[src/rtl/acs_pkg.sv]
package acs_pkg;
  parameter int PM_W         = 9;
  parameter int BM_W         = 4;
  parameter int SLICE_STATES = 16;
  parameter int BANK_WORDS   = 8;
  parameter int INIT_FAR     = 128;

  localparam int IDX_W      = $clog2(SLICE_STATES);
  localparam int ADDR_W     = $clog2(BANK_WORDS);
  localparam int NUM_HALVES = SLICE_STATES / BANK_WORDS;
  localparam int NUM_BANKS  = 2 * NUM_HALVES;
  localparam int BANK_W     = $clog2(NUM_BANKS);

  // strobes from control to datapath
  typedef struct packed {
    logic             rdEn;
    logic             rdCopy;
    logic [IDX_W-1:0] idx;
  } acsStrobe_t;
endpackage

[src/rtl/acs_pm_bank.sv]
module acs_pm_bank #(
  parameter int PM_W         = 9,
  parameter int WORDS        = 8,
  parameter int ADDR_W       = 3,
  parameter bit HOLDS_ORIGIN = 1'b0,
  parameter int INIT_FAR     = 128
) (
  input  logic              clk,
  input  logic              rstN,
  input  logic              rdEn,
  input  logic [ADDR_W-1:0] rdAddr,
  output logic [PM_W-1:0]   rdData,
  input  logic              wrEn,
  input  logic [ADDR_W-1:0] wrAddr,
  input  logic [PM_W-1:0]   wrData
);
  logic [PM_W-1:0] mem [WORDS];

  always_ff @(posedge clk or negedge rstN) begin
    if (!rstN) begin
      for (int i = 0; i < WORDS; i++) begin
        mem[i] <= (HOLDS_ORIGIN && i == 0) ? '0 : PM_W'(INIT_FAR);
      end
    end else if (wrEn) begin
      mem[wrAddr] <= wrData;
    end
  end

  always_ff @(posedge clk or negedge rstN) begin
    if (!rstN)     rdData <= '0;
    else if (rdEn) rdData <= mem[rdAddr];
  end
endmodule

[src/rtl/acs_slice_ctrl.sv]
module acs_slice_ctrl
  import acs_pkg::*;
(
  input  logic       clk,
  input  logic       rstN,
  input  logic       inValid,
  output acsStrobe_t strobe
);
  logic [IDX_W-1:0] stateIdx;
  logic             oldCopy;
  logic             lastState;

  assign lastState = (stateIdx == IDX_W'(SLICE_STATES - 1));

  always_ff @(posedge clk or negedge rstN) begin
    if (!rstN) begin
      stateIdx <= '0;
      oldCopy  <= 1'b0;
    end else if (inValid) begin
      if (lastState) begin
        stateIdx <= '0;
        oldCopy  <= ~oldCopy;
      end else begin
        stateIdx <= stateIdx + IDX_W'(1);
      end
    end
  end

  always_comb begin
    strobe.rdEn   = inValid;
    strobe.rdCopy = oldCopy;
    strobe.idx    = stateIdx;
  end
endmodule

[src/rtl/acs_slice_dp.sv]
module acs_slice_dp
  import acs_pkg::*;
(
  input  logic                 clk,
  input  logic                 rstN,
  input  acsStrobe_t           strobe,
  input  logic [BM_W-1:0]      bmUpper,
  input  logic [BM_W-1:0]      bmLower,
  input  logic [PM_W-1:0]      nbrMetric,
  output logic [PM_W-1:0]      shareMetric,
  output logic                 decisionValid,
  output logic                 decisionBit,
  output logic [IDX_W-1:0]     decisionIdx,
  output logic [PM_W-1:0]      survivorMetric,
  output logic [NUM_BANKS-1:0] bankRdEn,
  output logic [NUM_BANKS-1:0] bankWrEn
);
  // add stage registers
  logic             s1Valid;
  logic             s1Copy;
  logic [IDX_W-1:0] s1Idx;
  logic [BM_W-1:0]  s1BmU;
  logic [BM_W-1:0]  s1BmL;
  // compare-select stage registers
  logic             s2Valid;
  logic             s2Copy;
  logic [IDX_W-1:0] s2Idx;
  logic [PM_W-1:0]  s2SumU;
  logic [PM_W-1:0]  s2SumL;

  logic [PM_W-1:0]   bankData [NUM_BANKS];
  logic [BANK_W-1:0] rdBank;
  logic [BANK_W-1:0] wrBank;
  logic [BANK_W-1:0] shareSel;
  logic [PM_W-1:0]   sumUpper;
  logic [PM_W-1:0]   sumLower;
  logic [PM_W-1:0]   sumGap;
  logic              lowerWins;
  logic [PM_W-1:0]   winner;

  assign rdBank   = BANK_W'(strobe.rdCopy) * BANK_W'(NUM_HALVES)
                  + BANK_W'(strobe.idx >> ADDR_W);
  assign wrBank   = BANK_W'(s2Copy) * BANK_W'(NUM_HALVES)
                  + BANK_W'(s2Idx >> ADDR_W);
  assign shareSel = BANK_W'(s1Copy) * BANK_W'(NUM_HALVES)
                  + BANK_W'(s1Idx >> ADDR_W);

  for (genvar g = 0; g < NUM_BANKS; g++) begin : gBank
    assign bankRdEn[g] = strobe.rdEn && (rdBank == BANK_W'(g));
    assign bankWrEn[g] = s2Valid && (wrBank == BANK_W'(g));

    acs_pm_bank #(
      .PM_W        (PM_W),
      .WORDS       (BANK_WORDS),
      .ADDR_W      (ADDR_W),
      .HOLDS_ORIGIN(g == 0),
      .INIT_FAR    (INIT_FAR)
    ) uBank (
      .clk   (clk),
      .rstN  (rstN),
      .rdEn  (bankRdEn[g]),
      .rdAddr(strobe.idx[ADDR_W-1:0]),
      .rdData(bankData[g]),
      .wrEn  (bankWrEn[g]),
      .wrAddr(s2Idx[ADDR_W-1:0]),
      .wrData(winner)
    );
  end

  // the output multiplexer toward neighbouring slices
  assign shareMetric = bankData[shareSel];

  // add stage
  assign sumUpper = shareMetric + PM_W'(s1BmU);
  assign sumLower = nbrMetric + PM_W'(s1BmL);

  // compare-select stage, wrap-around compare
  assign sumGap    = s2SumL - s2SumU;
  assign lowerWins = sumGap[PM_W-1];
  assign winner    = lowerWins ? s2SumL : s2SumU;

  always_ff @(posedge clk or negedge rstN) begin
    if (!rstN) begin
      s1Valid <= 1'b0;
      s1Copy  <= 1'b0;
      s1Idx   <= '0;
      s1BmU   <= '0;
      s1BmL   <= '0;
    end else begin
      s1Valid <= strobe.rdEn;
      if (strobe.rdEn) begin
        s1Copy <= strobe.rdCopy;
        s1Idx  <= strobe.idx;
        s1BmU  <= bmUpper;
        s1BmL  <= bmLower;
      end
    end
  end

  always_ff @(posedge clk or negedge rstN) begin
    if (!rstN) begin
      s2Valid <= 1'b0;
      s2Copy  <= 1'b0;
      s2Idx   <= '0;
      s2SumU  <= '0;
      s2SumL  <= '0;
    end else begin
      s2Valid <= s1Valid;
      if (s1Valid) begin
        s2Copy <= ~s1Copy;
        s2Idx  <= s1Idx;
        s2SumU <= sumUpper;
        s2SumL <= sumLower;
      end
    end
  end

  always_ff @(posedge clk or negedge rstN) begin
    if (!rstN) begin
      decisionValid  <= 1'b0;
      decisionBit    <= 1'b0;
      decisionIdx    <= '0;
      survivorMetric <= '0;
    end else begin
      decisionValid <= s2Valid;
      if (s2Valid) begin
        decisionBit    <= lowerWins;
        decisionIdx    <= s2Idx;
        survivorMetric <= winner;
      end
    end
  end
endmodule

[src/rtl/acs_slice.sv]
module acs_slice
  import acs_pkg::*;
(
  input  logic                  clk,
  input  logic                  rstN,
  input  logic                  inValid,
  input  logic [BM_W-1:0]       bmUpper,
  input  logic [BM_W-1:0]       bmLower,
  input  logic [PM_W-1:0]       nbrMetric,
  output logic [PM_W-1:0]       shareMetric,
  output logic                  decisionValid,
  output logic                  decisionBit,
  output logic [IDX_W-1:0]      decisionIdx,
  output logic [PM_W-1:0]       survivorMetric
);
  acsStrobe_t           strobe;
  logic [NUM_BANKS-1:0] bankRdEn;
  logic [NUM_BANKS-1:0] bankWrEn;

  acs_slice_ctrl uCtrl (
    .clk    (clk),
    .rstN   (rstN),
    .inValid(inValid),
    .strobe (strobe)
  );

  acs_slice_dp uDp (
    .clk           (clk),
    .rstN          (rstN),
    .strobe        (strobe),
    .bmUpper       (bmUpper),
    .bmLower       (bmLower),
    .nbrMetric     (nbrMetric),
    .shareMetric   (shareMetric),
    .decisionValid (decisionValid),
    .decisionBit   (decisionBit),
    .decisionIdx   (decisionIdx),
    .survivorMetric(survivorMetric),
    .bankRdEn      (bankRdEn),
    .bankWrEn      (bankWrEn)
  );
endmodule

[config.mk]
export PLATFORM = sky130hd
export DESIGN_NAME = acs_slice
export DESIGN_NICKNAME = d
export VERILOG_FILES = /design/src/rtl/acs_pkg.sv /design/src/rtl/acs_pm_bank.sv /design/src/rtl/acs_slice_ctrl.sv /design/src/rtl/acs_slice_dp.sv /design/src/rtl/acs_slice.sv
export SDC_FILE = /design/constraint.sdc
export NUM_CORES = 1
export LEC_CHECK = 0
export CAP_MARGIN = 20
export CORE_ASPECT_RATIO = 1.2
export CORE_UTILIZATION = 56
export CTS_CLUSTER_DIAMETER = 120
export DETAILED_ROUTE_END_ITERATION = 8
export GPL_ROUTABILITY_DRIVEN = 0
export PLACE_DENSITY = 0.86
export SLEW_MARGIN = 10
export SYNTH_ARGS = -nofsm -noshare
export SYNTH_HDL_FRONTEND = slang
export SYNTH_HIERARCHICAL = 1
export SYNTH_SLANG_ARGS = --single-unit
[constraint.sdc]
create_clock -name clk -period 3.09 [get_ports clk]
set_clock_uncertainty 0.15 [all_clocks]
set_input_delay 0.4635 -clock clk [delete_from_list [all_inputs] [get_ports clk]]
set_output_delay 0.4635 -clock clk [all_outputs]
set_load 0.02 [all_outputs]
==> results.md <==
- Post-route DRC: 0
- CP max stage delay: 0.62 ns
- Setup tns final: 0 ns
- MaxCap Viol Count: 0
- 1st-iter DRT viols: approximately 1100
- Post-Synth XOR/XNOR Area: less than 1%
- N_diodes: 0
- First-pass GRT wire length: 69000 um
- Die X: 167 um
- Final HPWL DP: 27700 um
- Min Tclk post-route: 2.94 ns
- Total congestion overflow: 0
- Max VDD drop: 0.671 mV
- Worst-Margin Slew: 1.06 ns
- Pre-Repair DR Iteration Count: 5
- Post-DRT Antenna Nets: 0
- Cell with the most instances after synthesis: dfrtp_1
- YS warnings: 6
- Clock Latency Late Sink: 0.53 ns
- Cts repair resizes: 0
- Final Cell Area: 20500 sq um
- Cell variety after synth: 52
- Die Y: 201 um
- Adder-Cell Fraction of Synth Area: 1.31%
- Critical path's slowest cell: mux4_2
- Vias: 11700
- Compound-Gate Fraction of Synth Area: 7.31%
- CP Max Fanout: 10
- Crit path kind: register to output port
- Most used DFF post-synth: dfrtp_1
- Final setup vio count: 0
- Post-Syn Area per Cell: 13.6 sq um
- Initial Utilization: 57.0%
- Flops & latches, synth: between 300 and 400
- Layout cells sized above 1: 35.6%
- Final Slew Violations: 0
- Tot GR Track Use: a little over a quarter
- Number of synthesized flops with an enable pin: 0
- Port Buffers: 43
- CTS tree: yes
- Crit-path cells: buf_4 > mux4_2 > clkdlybuf4s50_1
- Worst path buffer plus inverter count: 2
- RSZ-0062 raised after global routing: false
- Fmax: 340 MHz
- Final nets: 1438
- Fillcell total: 2271
- Critical path capture point type: output port
- Status: completed
- Num CTS Buffers: 38
- CTS clk-pin slew, worst paths: 0.06 ns
- Placed Area: 19300 sq um
- Routed vias/inst: 6.38
- Num ports: 44
- Mapped Area: 18400 sq um
- Clk sink count: 382
- Multi-input gate area: between 8000 and 9000 sq um
- Worst hold path class: register to register
- Max-slew headroom: 29.2%
- Cell accounting for the most synthesized area: dfrtp_1
- Root buffer cell: clkbuf_16
- H-tree levels: 2
- Area growth syn-to-layout: 11.5%
- CP top delay family: buffers and inverters
- Vias in the first global route: 12200
- Antenna violations before repair: 0
- Post-Synth Simple-Gate Area: 8.63%
- Final hold slack: 0.336 ns
- Post-synthesis sequential area ratio: 52.2%
- Net Count, Synth: 1387
- Largest family of logic cells by synthesized area: multiplexers
- Critical Path AT: 2.32 ns
- Crit path launch type: register
- WL/cell: 23.5 um
- Total Wirelength: 43100 um
- Top cells by count, synth: dfrtp_1, mux2_2, mux2i_1, nor2b_1, nand3_1
- P per Cell Area: 1090 nW/um^2
- Largest net degree at the start of global routing: 85
- Clk buf depth: 3
- Leakage: 9.66 nW
- Overall power: 22.4 mW
- FP Rows: 72
- Cells after Synth: 1349
- FF+latch area: between 9000 and 10000 sq um
- Critical Path RT: 2.48 ns
- Post-synthesis mux area share: approximately a quarter
- Async SR Flop Fraction: 100%
- Top cells by area, synth: dfrtp_1, mux2_2, mux2i_1
- Synth top area share: a little under half
- Fin. Hold Viols: 0
- Die area: about 34000 sq um
- Final period util: between 90% and 100%
- Core area: ~32000 sq um
-- layout make-up --
cell class | instances | area share (%)
flip-flops and latches | 382 | 46.8
multi-input cells | 872 | 40.0
clock buffers | 55 | 5.34
repair buffers | 93 | 4.58
well taps | 407 | 2.48
clock inverters | 13 | 0.513
inverters | 13 | 0.238
-- cells in the final DEF (no fill, tap or decap), drive strengths merged, types with 36 or more instances in the layout --
master,n
nor2b,84
nand3,38
a41o,36
a22oi,36
a211o,36
clkbuf,55
clkdlybuf4s50,42
dfrtp,351
mux2,318
buf,50
mux2i,108
-- routing by layer --
metal	up-vias	share of wire, %	track usage, %
met5	-	0	0
met4	0	4.6	11.9
met3	118	5.3	3.53
met2	432	50	43.9
met1	6063	40	34.0
li1	5087	-	-
-- what timing repair did --
item                       4_1_cts  5_1_grt
hold endpoints to repair        54        0
hold buffers                     1        0
setup endpoints to repair        0        0
buffers inserted                 0        0
-- report_power, final --
group          switching, mW  total, mW  internal [mW]
Combinational           5.13       9.22           4.09
Sequential              1.61       8.68           7.07
Clock                   1.89       4.45           2.55
Total                   8.63       22.4           13.7
-- registers in the layout, indices dropped and copies added, names as in the netlist --
| register | cells |
|---|---|
| uDp/gBank.uBank/mem | 288 |
| uDp/gBank.uBank/rdData | 36 |
| uDp/s2SumL | 9 |
| uDp/s2SumU | 9 |
| uDp/survivorMetric | 9 |
| uCtrl/stateIdx | 4 |
| uDp/decisionIdx | 4 |
| uDp/s1BmL | 4 |
| uDp/s1BmU | 4 |
| uDp/s1Idx | 4 |
| uDp/s2Idx | 4 |
| uCtrl/oldCopy | 1 |
| uDp/decisionBit | 1 |
| uDp/decisionValid | 1 |
| uDp/s1Copy | 1 |
| uDp/s1Valid | 1 |
| uDp/s2Copy | 1 |
| uDp/s2Valid | 1 |
-- path summary, 6_finish.rpt --
check | startpoint | end | slack [ns] | cells after the start
worst max register to register | uDp/s2SumU[1] | uDp/gBank[1].uBank/mem[24] | 0.18 | 9
worst max-delay path | uDp/s1Idx[3] | shareMetric[5] | 0.15 | 3
min in group asynchronous | rstN | uDp/gBank[2].uBank/mem[17] | 0.35 | 2
max in group asynchronous | rstN | uDp/gBank[3].uBank/mem[38] | 1.55 | 3
worst min-delay path | uDp/gBank[2].uBank/mem[51] | uDp/gBank[2].uBank/mem[51] | 0.34 | 1
worst min register to register | uDp/gBank[2].uBank/mem[51] | uDp/gBank[2].uBank/mem[51] | 0.34 | 1
-- through the flow --
| stage | std cells | worst slack [ns] | utilization, % |
|---|---|---|---|
| after detailed placement | 1766 | 0.258 | 59.8 |
| after floorplan | 1349 | -0.108 | - |
| after CTS | 1835 | 0.136 | 63.6 |
| after global routing | 1835 | 0.0468 | 63.6 |
| final | 1835 | 0.152 | 63.6 |
| after global placement | 1766 | 0.332 | 59.8 |
-- kinds of logic after synthesis --
group | count (synthesis)
AO/OA/AOI/OAI | 172
XOR/XNOR | 15
AND/OR/NAND/NOR | 232
multiplexers | 435
adder cells (fa/ha/maj) | 18
flip-flops | 382
buffers and inverters | 95
(Power assumes the default switching activity.)
